[config.mk]
export PLATFORM = sky130hd
export DESIGN_NAME = tick_count16
export DESIGN_NICKNAME = d
export VERILOG_FILES = /design/src/rtl/tc16_pkg.sv /design/src/rtl/tc16_prescale.sv /design/src/rtl/tc16_mode_ctl.sv /design/src/rtl/tc16_count_core.sv /design/src/rtl/tick_count16.sv
export SDC_FILE = /design/constraint.sdc
export NUM_CORES = 1
export LEC_CHECK = 0
export BUFFER_PORTS_ARGS = -buffer_cell sky130_fd_sc_hd__buf_2
export CORE_MARGIN = 1.5
export CORE_UTILIZATION = 55
export DETAILED_ROUTE_END_ITERATION = 12
export GPL_ROUTABILITY_DRIVEN = 0
export PLACE_DENSITY = 0.8
export SYNTH_ARGS = -nofsm -noshare
export SYNTH_HDL_FRONTEND = slang
export SYNTH_SLANG_ARGS = --single-unit
[constraint.sdc]
create_clock -name clk -period 7.2 [get_ports clk]
set_input_delay 1.08 -clock clk [delete_from_list [all_inputs] [get_ports clk]]
set_output_delay 1.08 -clock clk [all_outputs]
set_load 0.02 [all_outputs]
[src/rtl/tc16_pkg.sv]
package tc16_pkg;

   // Register addresses; the counter low/high pair order matters for the
   // atomic access protocol.
   localparam int ADR_CTRL = 0;
   localparam int ADR_FLAG = 1;
   localparam int ADR_CNTL = 2;
   localparam int ADR_CNTH = 3;
   localparam int ADR_LIML = 4;
   localparam int ADR_LIMH = 5;

   typedef enum logic {
      MODE_WRAP   = 1'b0,
      MODE_UPDOWN = 1'b1
   } cnt_mode_e;

   // One step command from the mode controller to the datapath
   typedef struct packed {
      logic clear;
      logic count;
      logic down;
   } step_t;

endpackage

[src/rtl/tc16_prescale.sv]
module tc16_prescale #(
   parameter int PRE_W = 10
) (
   input  logic       clk,
   input  logic       rst_n,
   input  logic [2:0] sel,
   output logic       tick
);

   localparam int NTAP = 4;
   localparam int TAP_SH [NTAP] = '{3, 6, 8, 10};

   if (PRE_W < 10) begin : g_bad_pre
      $error("tc16_prescale: PRE_W must be at least 10");
   end

   logic [PRE_W-1:0] pre_q;
   logic [NTAP-1:0]  tap_hit;

   for (genvar g = 0; g < NTAP; g++) begin : g_tap
      assign tap_hit[g] = &pre_q[TAP_SH[g]-1:0];
   end

   always_ff @(posedge clk or negedge rst_n) begin
      if (!rst_n)
         pre_q <= '0;
      else if (sel == 3'd0)
         pre_q <= '0;
      else
         pre_q <= pre_q + PRE_W'(1);
   end

   always_comb begin
      case (sel)
         3'd1:    tick = 1'b1;
         3'd2:    tick = tap_hit[0];
         3'd3:    tick = tap_hit[1];
         3'd4:    tick = tap_hit[2];
         3'd5:    tick = tap_hit[3];
         default: tick = 1'b0;
      endcase
   end


   stopped_no_tick_chk: assert property (@(posedge clk) disable iff (!rst_n)
      (sel == 3'd0) |-> !tick);


   divided_gap_chk: assert property (@(posedge clk) disable iff (!rst_n)
      (tick && sel >= 3'd2 && sel <= 3'd5) |=> (!tick || sel == 3'd1));

endmodule

[src/rtl/tc16_mode_ctl.sv]
module tc16_mode_ctl
   import tc16_pkg::*;
#(
   parameter int CNT_W = 16
) (
   input  logic             clk,
   input  logic             rst_n,
   input  logic             tick,
   input  logic             hold,
   input  cnt_mode_e        mode,
   input  logic [CNT_W-1:0] cnt,
   input  logic [CNT_W-1:0] limit,
   output step_t            step,
   output logic             ovf_evt,
   output logic             at_top,
   output logic             at_bottom
);

   localparam logic [CNT_W-1:0] ALL_ONES = '1;

   logic             dir_q;
   logic             dir_nxt;
   logic             apply;
   step_t            raw;
   logic             raw_ovf;
   logic [CNT_W-1:0] active_lim;

   assign apply      = tick && !hold;
   assign active_lim = (mode == MODE_UPDOWN) ? limit : ALL_ONES;
   assign at_top     = (cnt == active_lim);
   assign at_bottom  = (cnt == '0);

   always_comb begin
      raw     = '{clear: 1'b0, count: 1'b1, down: 1'b0};
      raw_ovf = 1'b0;
      dir_nxt = 1'b0;
      if (mode == MODE_WRAP) begin
         raw_ovf = (cnt == ALL_ONES);
      end else if (cnt == '0) begin
         raw_ovf   = 1'b1;
         raw.clear = (limit == '0);
         raw.count = (limit != '0);
      end else if (cnt >= limit) begin
         dir_nxt  = 1'b1;
         raw.down = 1'b1;
      end else begin
         dir_nxt  = dir_q;
         raw.down = dir_q;
      end
   end

   assign step    = apply ? raw : '{clear: 1'b0, count: 1'b0, down: 1'b0};
   assign ovf_evt = apply && raw_ovf;

   always_ff @(posedge clk or negedge rst_n) begin
      if (!rst_n)
         dir_q <= 1'b0;
      else if (apply)
         dir_q <= dir_nxt;
   end


   write_keeps_dir_chk: assert property (@(posedge clk) disable iff (!rst_n)
      hold |=> $stable(dir_q));


   bottom_turns_up_chk: assert property (@(posedge clk) disable iff (!rst_n)
      (apply && mode == MODE_UPDOWN && cnt == '0) |=> (dir_q == 1'b0));

endmodule

[src/rtl/tc16_count_core.sv]
module tc16_count_core
   import tc16_pkg::*;
#(
   parameter int DATA_W = 8,
   parameter int CNT_W  = 16
) (
   input  logic              clk,
   input  logic              rst_n,
   input  logic              wr_lo,
   input  logic              wr_hi,
   input  logic              rd_lo,
   input  logic [DATA_W-1:0] wdata,
   input  step_t             step,
   output logic [CNT_W-1:0]  cnt,
   output logic [DATA_W-1:0] temp
);

   if (CNT_W != 2 * DATA_W) begin : g_bad_w
      $error("tc16_count_core: CNT_W must be twice DATA_W");
   end

   logic [CNT_W-1:0]  cnt_q;
   logic [DATA_W-1:0] temp_q;

   always_ff @(posedge clk or negedge rst_n) begin
      if (!rst_n)
         cnt_q <= '0;
      else if (wr_lo)
         cnt_q <= {temp_q, wdata};
      else if (step.clear)
         cnt_q <= '0;
      else if (step.count)
         cnt_q <= step.down ? cnt_q - CNT_W'(1) : cnt_q + CNT_W'(1);
   end

   always_ff @(posedge clk or negedge rst_n) begin
      if (!rst_n)
         temp_q <= '0;
      else if (wr_hi)
         temp_q <= wdata;
      else if (rd_lo)
         temp_q <= cnt_q[CNT_W-1:DATA_W];
   end

   assign cnt  = cnt_q;
   assign temp = temp_q;


   low_write_commit_chk: assert property (@(posedge clk) disable iff (!rst_n)
      wr_lo |=> (cnt_q == {$past(temp_q), $past(wdata)}));


   low_read_latch_chk: assert property (@(posedge clk) disable iff (!rst_n)
      (rd_lo && !wr_hi) |=> (temp_q == $past(cnt_q[CNT_W-1:DATA_W])));

endmodule

[src/rtl/tick_count16.sv]
module tick_count16
   import tc16_pkg::*;
#(
   parameter int DATA_W = 8,
   parameter int ADDR_W = 3,
   parameter int CNT_W  = 16,
   parameter int PRE_W  = 10
) (
   input  logic              clk,
   input  logic              rst_n,
   input  logic [ADDR_W-1:0] bus_addr,
   input  logic              bus_wr,
   input  logic              bus_rd,
   input  logic [DATA_W-1:0] bus_wdata,
   output logic [DATA_W-1:0] bus_rdata,
   output logic              ovf_irq,
   output logic              top_hit,
   output logic              bottom_hit
);

   localparam logic [ADDR_W-1:0] A_CTRL = ADDR_W'(ADR_CTRL);
   localparam logic [ADDR_W-1:0] A_FLAG = ADDR_W'(ADR_FLAG);
   localparam logic [ADDR_W-1:0] A_CNTL = ADDR_W'(ADR_CNTL);
   localparam logic [ADDR_W-1:0] A_CNTH = ADDR_W'(ADR_CNTH);
   localparam logic [ADDR_W-1:0] A_LIML = ADDR_W'(ADR_LIML);
   localparam logic [ADDR_W-1:0] A_LIMH = ADDR_W'(ADR_LIMH);

   if (ADDR_W < 3) begin : g_bad_a
      $error("tick_count16: ADDR_W must be at least 3");
   end
   if (DATA_W < 4) begin : g_bad_d
      $error("tick_count16: DATA_W must be at least 4");
   end

   logic [2:0]        cs_q;
   cnt_mode_e         mode_q;
   logic [CNT_W-1:0]  lim_q;
   logic              ovf_q;
   logic              tick;
   logic              wr_lo, wr_hi, rd_lo, wr_flag;
   step_t             step;
   logic              ovf_evt;
   logic [CNT_W-1:0]  cnt;
   logic [DATA_W-1:0] temp;

   assign wr_lo   = bus_wr && (bus_addr == A_CNTL);
   assign wr_hi   = bus_wr && (bus_addr == A_CNTH);
   assign rd_lo   = bus_rd && (bus_addr == A_CNTL);
   assign wr_flag = bus_wr && (bus_addr == A_FLAG);

   always_ff @(posedge clk or negedge rst_n) begin
      if (!rst_n) begin
         cs_q   <= 3'd0;
         mode_q <= MODE_WRAP;
         lim_q  <= '1;
      end else if (bus_wr) begin
         if (bus_addr == A_CTRL) begin
            cs_q   <= bus_wdata[2:0];
            mode_q <= cnt_mode_e'(bus_wdata[3]);
         end
         if (bus_addr == A_LIML) lim_q[DATA_W-1:0]     <= bus_wdata;
         if (bus_addr == A_LIMH) lim_q[CNT_W-1:DATA_W] <= bus_wdata;
      end
   end

   always_ff @(posedge clk or negedge rst_n) begin
      if (!rst_n)
         ovf_q <= 1'b0;
      else if (ovf_evt)
         ovf_q <= 1'b1;
      else if (wr_flag && bus_wdata[0])
         ovf_q <= 1'b0;
   end

   tc16_prescale #(.PRE_W(PRE_W)) u_pre (
      .clk   (clk),
      .rst_n (rst_n),
      .sel   (cs_q),
      .tick  (tick)
   );

   tc16_mode_ctl #(.CNT_W(CNT_W)) u_mode (
      .clk       (clk),
      .rst_n     (rst_n),
      .tick      (tick),
      .hold      (wr_lo),
      .mode      (mode_q),
      .cnt       (cnt),
      .limit     (lim_q),
      .step      (step),
      .ovf_evt   (ovf_evt),
      .at_top    (top_hit),
      .at_bottom (bottom_hit)
   );

   tc16_count_core #(.DATA_W(DATA_W), .CNT_W(CNT_W)) u_core (
      .clk   (clk),
      .rst_n (rst_n),
      .wr_lo (wr_lo),
      .wr_hi (wr_hi),
      .rd_lo (rd_lo),
      .wdata (bus_wdata),
      .step  (step),
      .cnt   (cnt),
      .temp  (temp)
   );

   always_comb begin
      case (bus_addr)
         A_CTRL:  bus_rdata = {{(DATA_W-4){1'b0}}, mode_q, cs_q};
         A_FLAG:  bus_rdata = {{(DATA_W-1){1'b0}}, ovf_q};
         A_CNTL:  bus_rdata = cnt[DATA_W-1:0];
         A_CNTH:  bus_rdata = temp;
         A_LIML:  bus_rdata = lim_q[DATA_W-1:0];
         A_LIMH:  bus_rdata = lim_q[CNT_W-1:DATA_W];
         default: bus_rdata = '0;
      endcase
   end

   assign ovf_irq = ovf_q;


   flag_sticky_chk: assert property (@(posedge clk) disable iff (!rst_n)
      (ovf_q && !(wr_flag && bus_wdata[0])) |=> ovf_q);


   wrap_sets_flag_chk: assert property (@(posedge clk) disable iff (!rst_n)
      (tick && !wr_lo && mode_q == MODE_WRAP && cnt == '1) |=> (cnt == '0 && ovf_q));


   stopped_hold_chk: assert property (@(posedge clk) disable iff (!rst_n)
      (cs_q == 3'd0 && !wr_lo) |=> $stable(cnt));

endmodule

==> flow_summary.json, run 1 <==
{
  "synthArstFlopShare_pct": 100,
  "die-area_mm2": 0.00839,
  "rsz0062_at_grt": "false",
  "setup_tns_ns": 0,
  "antennaDiodeCount": 0,
  "period_share_pct": 65.1,
  "powerDensity_mw_per_mm2": 318,
  "tightestPinTransition_ns": 1.09,
  "syn_area_mm2": 0.00432,
  "leakage_nw": 2.02,
  "run_status": "finished, final reports clean",
  "place_hpwl_um": 8810,
  "die_x_um": 91.6,
  "post_cts_buffers": 0,
  "rows": 32,
  "avgSynthCellArea_um2": 8.85,
  "slew_violations": 0,
  "cts_tree": "done",
  "synth_seq_cells": 56,
  "top_level_ports": 26,
  "grt_pass1_wl_um": 19500,
  "wire_per_inst_um": 19.6,
  "grt_max_degree": 57,
  "slowest_stage": "a211oi_4",
  "port_buffers": 25,
  "grt_usage_pct": 29.7,
  "synth_warnings": 0,
  "via_count": 3956,
  "core_mm2": 0.00765,
  "numCtsBuffers": 5,
  "synth_cells": 488,
  "htreeDepth": 2,
  "grt.overflow.total": 0,
  "min_path_type": "reg -> reg",
  "crit_chain": "buf_2, clkinv_1, nand3_1, o31ai_4, a211oi_4, ha_1, a211oi_1, o21ai_1, and4_1, o21a_1, o31a_1, o21a_1, o31ai_1",
  "design_area_mm2": 0.00460,
  "routed_wl_um": 11900,
  "die_h_um": 91.6,
  "drtIter0Drc": 346,
  "clk_pin_slew_worst_paths_ns": 0.11,
  "syn_nets": 536,
  "clock_skew_ns": 0.00630,
  "hold_buffers": 0,
  "antenna_found_initial": 0,
  "nets": 549,
  "clk_latency_ns": 0.33,
  "hold_viol_final": 0,
  "ys_seq_area_share_pct": 32.9,
  "slew-limit-headroom_pct": 27.1,
  "areaGrowthSynthToFinish_pct": 6.49,
  "maxCapViolations": 0,
  "yosys_most_used_dff": "dfrtp_1",
  "clock-root-buffer": "clkbuf_8",
  "vdd_ir_drop_max_v": 0.000185,
  "clk_path_buf_depth": 2,
  "place_area_mm2": 0.00450,
  "max_freq_ghz": 0.213,
  "grt_pass1_vias": 3911,
  "path_max_fanout": 18,
  "crit_type": "in -> reg",
  "initial_utilization_pct": 56.4,
  "finalSetupViolations": 0,
  "drc": 0,
  "firstDrtPassIters": 7,
  "synth_enable_flop_cells": 0,
  "fin_crit_ns": 4.68,
  "cp_common_cell": "o21a_1",
  "cp_slowest_stage_delay_ns": 0.71,
  "crit_required_ns": 7.44,
  "layout-drive-gt1-share_pct": 14.9,
  "cp-end-kind": "flop",
  "yosysUniqueCellTypes": 61,
  "cts.sinks": 56,
  "worstSetupStartpointType": "input pin",
  "route.antenna.remaining_nets": 0,
  "via_per_inst": 6.55,
  "ctsResizeCount": 0,
  "utilization_pct": 60.1,
  "worst_ep_arrival_time_ns": 4.93
}
cells by family (layout without fill, tap and decap cells):
family | count (synthesis) | after routing | synth area share (%)
buffers and inverters | 52 | 66 | 4.64
and+or+nand+nor | 148 | 148 | 17.0
adders and majority gates | 33 | 33 | 9.74
AOI/OAI and AO/OA | 142 | 142 | 22.8
DFF | 56 | 56 | 32.9
muxes | 32 | 32 | 7.83
xor gates and xnor gates | 25 | 25 | 5.07
cell type report:
cell class	instances	area, µm²
fillers	659	3050
well taps	102	128
clock inverters	3	27.5
flip-flops and latches	56	1420
multi-input cells	380	2700
clock buffers	5	68.8
repair buffers	27	140
inverters	31	116
through the flow:
stage | std cells | total power [W] | worst slack [ns] | hold WS (ns)
final | 604 | 0.00146 | 2.52 | 0.495
after global routing | 604 | 0.00157 | 2.28 | 0.542
after CTS | 604 | 0.00145 | 2.58 | 0.502
after detailed placement | 596 | 0.00125 | 2.24 | 0.487
after global placement | 596 | 0.00122 | 2.39 | 0.476
after floorplan | 488 | 0.00105 | 3.09 | 0.451
path summary, 6_finish.rpt:
check | slack, ns | start | endpoint | cells past startpoint
worst max-delay path | 2.52 | bus_addr[0] | u_core.cnt[14] | 13
worst min-delay path | 0.50 | u_pre.pre_q[0] | u_pre.pre_q[0] | 1
worst max register to register | 2.71 | u_core.cnt[0] | u_core.cnt[14] | 14
worst min register to register | 0.50 | u_pre.pre_q[0] | u_pre.pre_q[0] | 1
max in group asynchronous | 5.85 | rst_n | u_core.temp[4] | 2
min in group asynchronous | 0.88 | rst_n | cs_q[2] | 2
critical path: cells and delay by family:
kind                     cells  cell delay [ns]
AO/OA/AOI/OAI                8             2.20
adder cells (fa/ha/maj)      1             0.43
buffers and inverters        2             0.58
AND/OR/NAND/NOR              2             0.62
synth_stat cells (4+ instances only):
| cell | instances | area, µm² |
|---|---|---|
| a22oi_1 | 11 | 82.6 |
| o21ai_0 | 16 | 80.1 |
| nand3_1 | 13 | 65.1 |
| a32oi_1 | 7 | 61.3 |
| mux2_2 | 12 | 135 |
| nand4_1 | 7 | 43.8 |
| dfrtp_1 | 40 | 1000 |
| clkbuf_1 | 16 | 60.1 |
| o22ai_1 | 11 | 68.8 |
| a221oi_1 | 4 | 35.0 |
| o21ai_1 | 12 | 60.1 |
| buf_2 | 4 | 20.0 |
| a21oi_1 | 38 | 190 |
| a211oi_1 | 4 | 30.0 |
| inv_1 | 28 | 105 |
| xor2_1 | 13 | 114 |
| nand2b_1 | 5 | 31.3 |
| ha_1 | 32 | 400 |
| o221ai_1 | 8 | 70.1 |
| dfstp_2 | 16 | 420 |
| and3_1 | 11 | 68.8 |
| nor2b_1 | 6 | 37.5 |
| a21o_1 | 8 | 60.1 |
| xnor2_1 | 12 | 105 |
| nor3_1 | 7 | 35.0 |
| mux2i_1 | 18 | 180 |
| nor2_1 | 40 | 150 |
| nor4_1 | 7 | 43.8 |
| nand2_1 | 36 | 135 |
cell usage in the layout, fill, tap and decap left out, types with 3 or more instances in the layout:
cell type / netlist / final
nand2b_1: 5 / 5
a211oi_1: 4 / 4
nand2_1: 36 / 36
ha_1: 32 / 32
o221ai_1: 8 / 8
mux2i_1: 18 / 18
o21ai_0: 16 / 16
or4_1: 3 / 3
nor2_1: 40 / 40
xor2_1: 13 / 13
nor4_1: 7 / 7
clkbuf_8: 0 / 5
nor3_1: 7 / 7
buf_2: 4 / 25
a21o_1: 8 / 8
nor2b_1: 6 / 6
dfrtp_1: 40 / 40
xnor2_1: 12 / 12
mux2_2: 12 / 12
o21ai_1: 12 / 12
a32oi_1: 7 / 7
a21oi_1: 38 / 38
o22ai_1: 11 / 11
nand3_1: 13 / 13
inv_1: 28 / 28
o21a_1: 3 / 3
a22oi_1: 11 / 11
dfstp_2: 16 / 16
a221oi_1: 4 / 4
nand4_1: 7 / 7
and3_1: 11 / 11
o21bai_1: 3 / 3
layer usage:
metal	wire length [µm]	global-route usage, %	vias up
li1	-	-	1831
met1	5000	38.6	1909
met2	5680	49.6	181
met3	827	4.27	35
met4	354	11.6	0
met5	0	0	-
sequential cells by signal (all words and copies together) (netlist names):
signal	flops
lim_q	16
u_core.cnt	16
u_pre.pre_q	10
u_core.temp	8
cs_q	3
mode_q	1
ovf_irq	1
u_mode.dir_q	1
report_power, final:
part	internal [W]	leakage [nW]	switching [W]	total, W
Sequential	0.000423	0.674	0.000221	0.000643
Combinational	0.000284	1.30	0.000341	0.000625
Clock	0.0000719	0.0463	0.000121	0.000193
Total	0.000778	2.02	0.000684	0.00146
No activity file was read; power rests on OpenSTA's default activity.
==> run 2, diff against run 1 <==
Settings changed: ABC_AREA from default to 1.
Clock period 7.2 ns to 4.4 ns, I/O delays scaled along.
==> run 2 against run 1 <==
Effect of this change:
- die area fell by 0.64%
- sequential cell count stayed put
- total power up 71%
- routed wire length is 2.5% higher
- clock skew increased by 0.0072 ns
- register-to-register slack worse by 2.1 ns
- non-clock buffer count unchanged
- global-route usage up 1.1 points
- clock-buffer cell count did not move
- first-iteration DRC count is 24% higher
- critical endpoint is now u_core.cnt[12]
- largest cell class unchanged
- largest power group is now combinational logic
==> flow_summary.json, run 2 <==
{
  "grt_pass1_wl_um": 20100,
  "via_count": 4103,
  "power.switching_w": 0.00122,
  "areaGrowthSynthToFinish_pct": 7.12,
  "slew_violations": 0,
  "powerDensity_mw_per_mm2": 543,
  "route.antenna.remaining_nets": 0,
  "ctsResizeCount": 0,
  "firstDrtPassIters": 5,
  "die-area_mm2": 0.00833,
  "slew-limit-headroom_pct": 32.4,
  "routed_wl_um": 12200,
  "final_common_cell": "nand2_1",
  "avgSynthCellArea_um2": 7.66,
  "min_path_type": "in -> async",
  "synth_enable_flop_cells": 0,
  "cts_tree": "done",
  "intPower_w": 0.00127,
  "rsz0062_at_grt": "false",
  "synth_warnings": 0,
  "die_h_um": 91.3,
  "synth_common_cells": "nand2_1, inv_1, o21ai_0, dfrtp_1, nor2_1",
  "cp-end-kind": "flop",
  "grt_pass1_vias": 4071,
  "run_status": "finished, final reports clean",
  "grt_max_degree": 57,
  "crit_family": "simple AND/OR/NAND/NOR gates",
  "crit_required_ns": 4.65,
  "seq_power_share_pct": 36.5,
  "clk_pin_slew_worst_paths_ns": 0.11,
  "hold_buffers": 0,
  "synth.most_common_cell": "nand2_1",
  "clk_latency_ns": 0.33,
  "cp_slowest_stage_delay_ns": 0.57,
  "synth_cells": 560,
  "setup_slack_ns": 0.621,
  "slowest_stage": "dfrtp_1",
  "htreeDepth": 2,
  "tightestPinTransition_ns": 1.01,
  "nets": 634,
  "clock-root-buffer": "clkbuf_8",
  "fillers": 678,
  "synth.top_cells.by_area": "dfrtp_1, nand2_1, dfstp_2",
  "via_per_inst": 5.96,
  "initial_utilization_pct": 56.1,
  "grt.overflow.total": 0,
  "worst_ep_arrival_time_ns": 4.03,
  "finalSetupViolations": 0,
  "core_mm2": 0.00765,
  "clk_path_buf_depth": 2,
  "synth_seq_cells": 56,
  "top_level_ports": 26,
  "layout-drive-gt1-share_pct": 15.0,
  "max_freq_ghz": 0.265,
  "rows": 32,
  "ys_seq_area_share_pct": 33.1,
  "grt_usage_pct": 30.8,
  "post_cts_buffers": 0,
  "cts.sinks": 56,
  "place_area_mm2": 0.00450,
  "die_x_um": 91.3,
  "leakage_nw": 2.33,
  "antennaDiodeCount": 0,
  "yosysTopAreaCell": "dfrtp_1",
  "drc": 0,
  "place_hpwl_um": 9310,
  "design_area_mm2": 0.00459,
  "combPwrFrac_pct": 51.4,
  "switching_share_pct": 49.1,
  "synth.top_cell.area_share_pct": 23.3,
  "holdWs_ns": 0.465,
  "yosysUniqueCellTypes": 46,
  "fin_crit_ns": 3.78,
  "numCtsBuffers": 5,
  "setup_tns_ns": 0,
  "syn_nets": 608,
  "hold_viol_final": 0,
  "wire_per_inst_um": 17.7,
  "yosys_most_used_dff": "dfrtp_1",
  "utilization_pct": 60.1,
  "drtIter0Drc": 429,
  "final_cell_mix": "nand2_1, inv_1, o21ai_0",
  "synthArstFlopShare_pct": 100,
  "crit_chain": "inv_1, ha_1, nand2_1, nor2_1, and2_1, nor2_1, nand3_1, nand2_1, nand2_1, nand2_2, inv_1, ha_1, a21oi_1, nand2_1, a21oi_1, inv_1, a21o_1, nand2_1, nand2_1, nand2_1, nand2_1, o21bai_1",
  "clock_skew_ns": 0.0135,
  "port_buffers": 25,
  "pwr-share-clk_pct": 12.1,
  "period_share_pct": 85.9,
  "pre_cts_slack_ns": 0.603,
  "worstPathBufferInverterCount": 3,
  "path_max_fanout": 15,
  "cp_common_cell": "nand2_1",
  "vdd_ir_drop_max_v": 0.000224,
  "worstSetupStartpointType": "flop",
  "syn_area_mm2": 0.00429,
  "antenna_found_initial": 0,
  "maxCapViolations": 0,
  "crit_type": "reg -> reg"
}
-- run 2: final cells by class --
type / count / area, µm² / share of cell area [%]
clock inverters: 3 / 20.0 / 0.436
inverters: 91 / 347 / 7.55
well taps: 102 / 128 / 2.78
repair buffers: 27 / 140 / 3.05
clock buffers: 5 / 68.8 / 1.50
multi-input cells: 405 / 2470 / 53.7
flip-flops and latches: 56 / 1420 / 30.9
-- run 2: worst reg2reg max path, cell delays in order (launching register included) --
cell      delay (ns)
dfrtp_1         0.57
inv_1           0.19
ha_1            0.32
nand2_1         0.05
nor2_1          0.09
and2_1          0.13
nor2_1          0.04
nand3_1         0.06
nand2_1         0.05
nand2_1         0.14
nand2_2         0.08
inv_1           0.42
ha_1            0.40
a21oi_1         0.15
nand2_1         0.09
a21oi_1         0.27
inv_1           0.10
a21o_1          0.18
nand2_1         0.06
nand2_1         0.06
nand2_1         0.07
nand2_1         0.05
o21bai_1        0.12
-- run 2: path summary, 6_finish.rpt --
kind	from	end	slack, ns	cells after the start
worst max-delay path	u_core.cnt[0]	u_core.cnt[12]	0.62	22
worst min-delay path	rst_n	ovf_irq	0.46	2
worst max register to register	u_core.cnt[0]	u_core.cnt[12]	0.62	22
worst min register to register	u_pre.pre_q[0]	u_pre.pre_q[0]	0.47	1
max in group asynchronous	rst_n	u_core.cnt[9]	3.45	2
min in group clk	u_pre.pre_q[0]	u_pre.pre_q[0]	0.47	1
-- run 2: power by group through the flow --
stage               clock [W]  sequential [W]  combinational [W]
detailed placement          0        0.000908            0.00125
finish               0.000303        0.000910            0.00128
floorplan                   0        0.000815           0.000970
global placement            0        0.000907            0.00119
CTS                  0.000301        0.000899            0.00126
global route         0.000323        0.000924            0.00143
-- run 2: cell families (layout without fill, tap and decap cells) --
family                   count (synthesis)  count (layout)  synth area share [%]
AO/OA/AOI/OAI                          119             119                  18.6
XOR/XNOR                                24              24                  4.90
adder cells (fa/ha/maj)                 33              33                  9.80
buffers and inverters                   99             126                  9.28
flip-flops                              56              56                  33.1
AND/OR/NAND/NOR                        229             229                  24.3
-- run 2: through the flow --
| stage | total power (W) | cells |
|---|---|---|
| finish | 0.00249 | 689 |
| floorplan | 0.00179 | 560 |
| global placement | 0.00210 | 681 |
| global route | 0.00268 | 689 |
| CTS | 0.00246 | 689 |
| detailed placement | 0.00216 | 681 |
-- run 2: routing by layer --
layer  track usage (%)  wire length, µm  vias to the layer above
li1                  -                -                     1921
met1              39.2             4870                     1889
met2              49.9             5550                      231
met3              6.87             1160                       62
met4              13.4              592                        0
met5                 0                0                        -
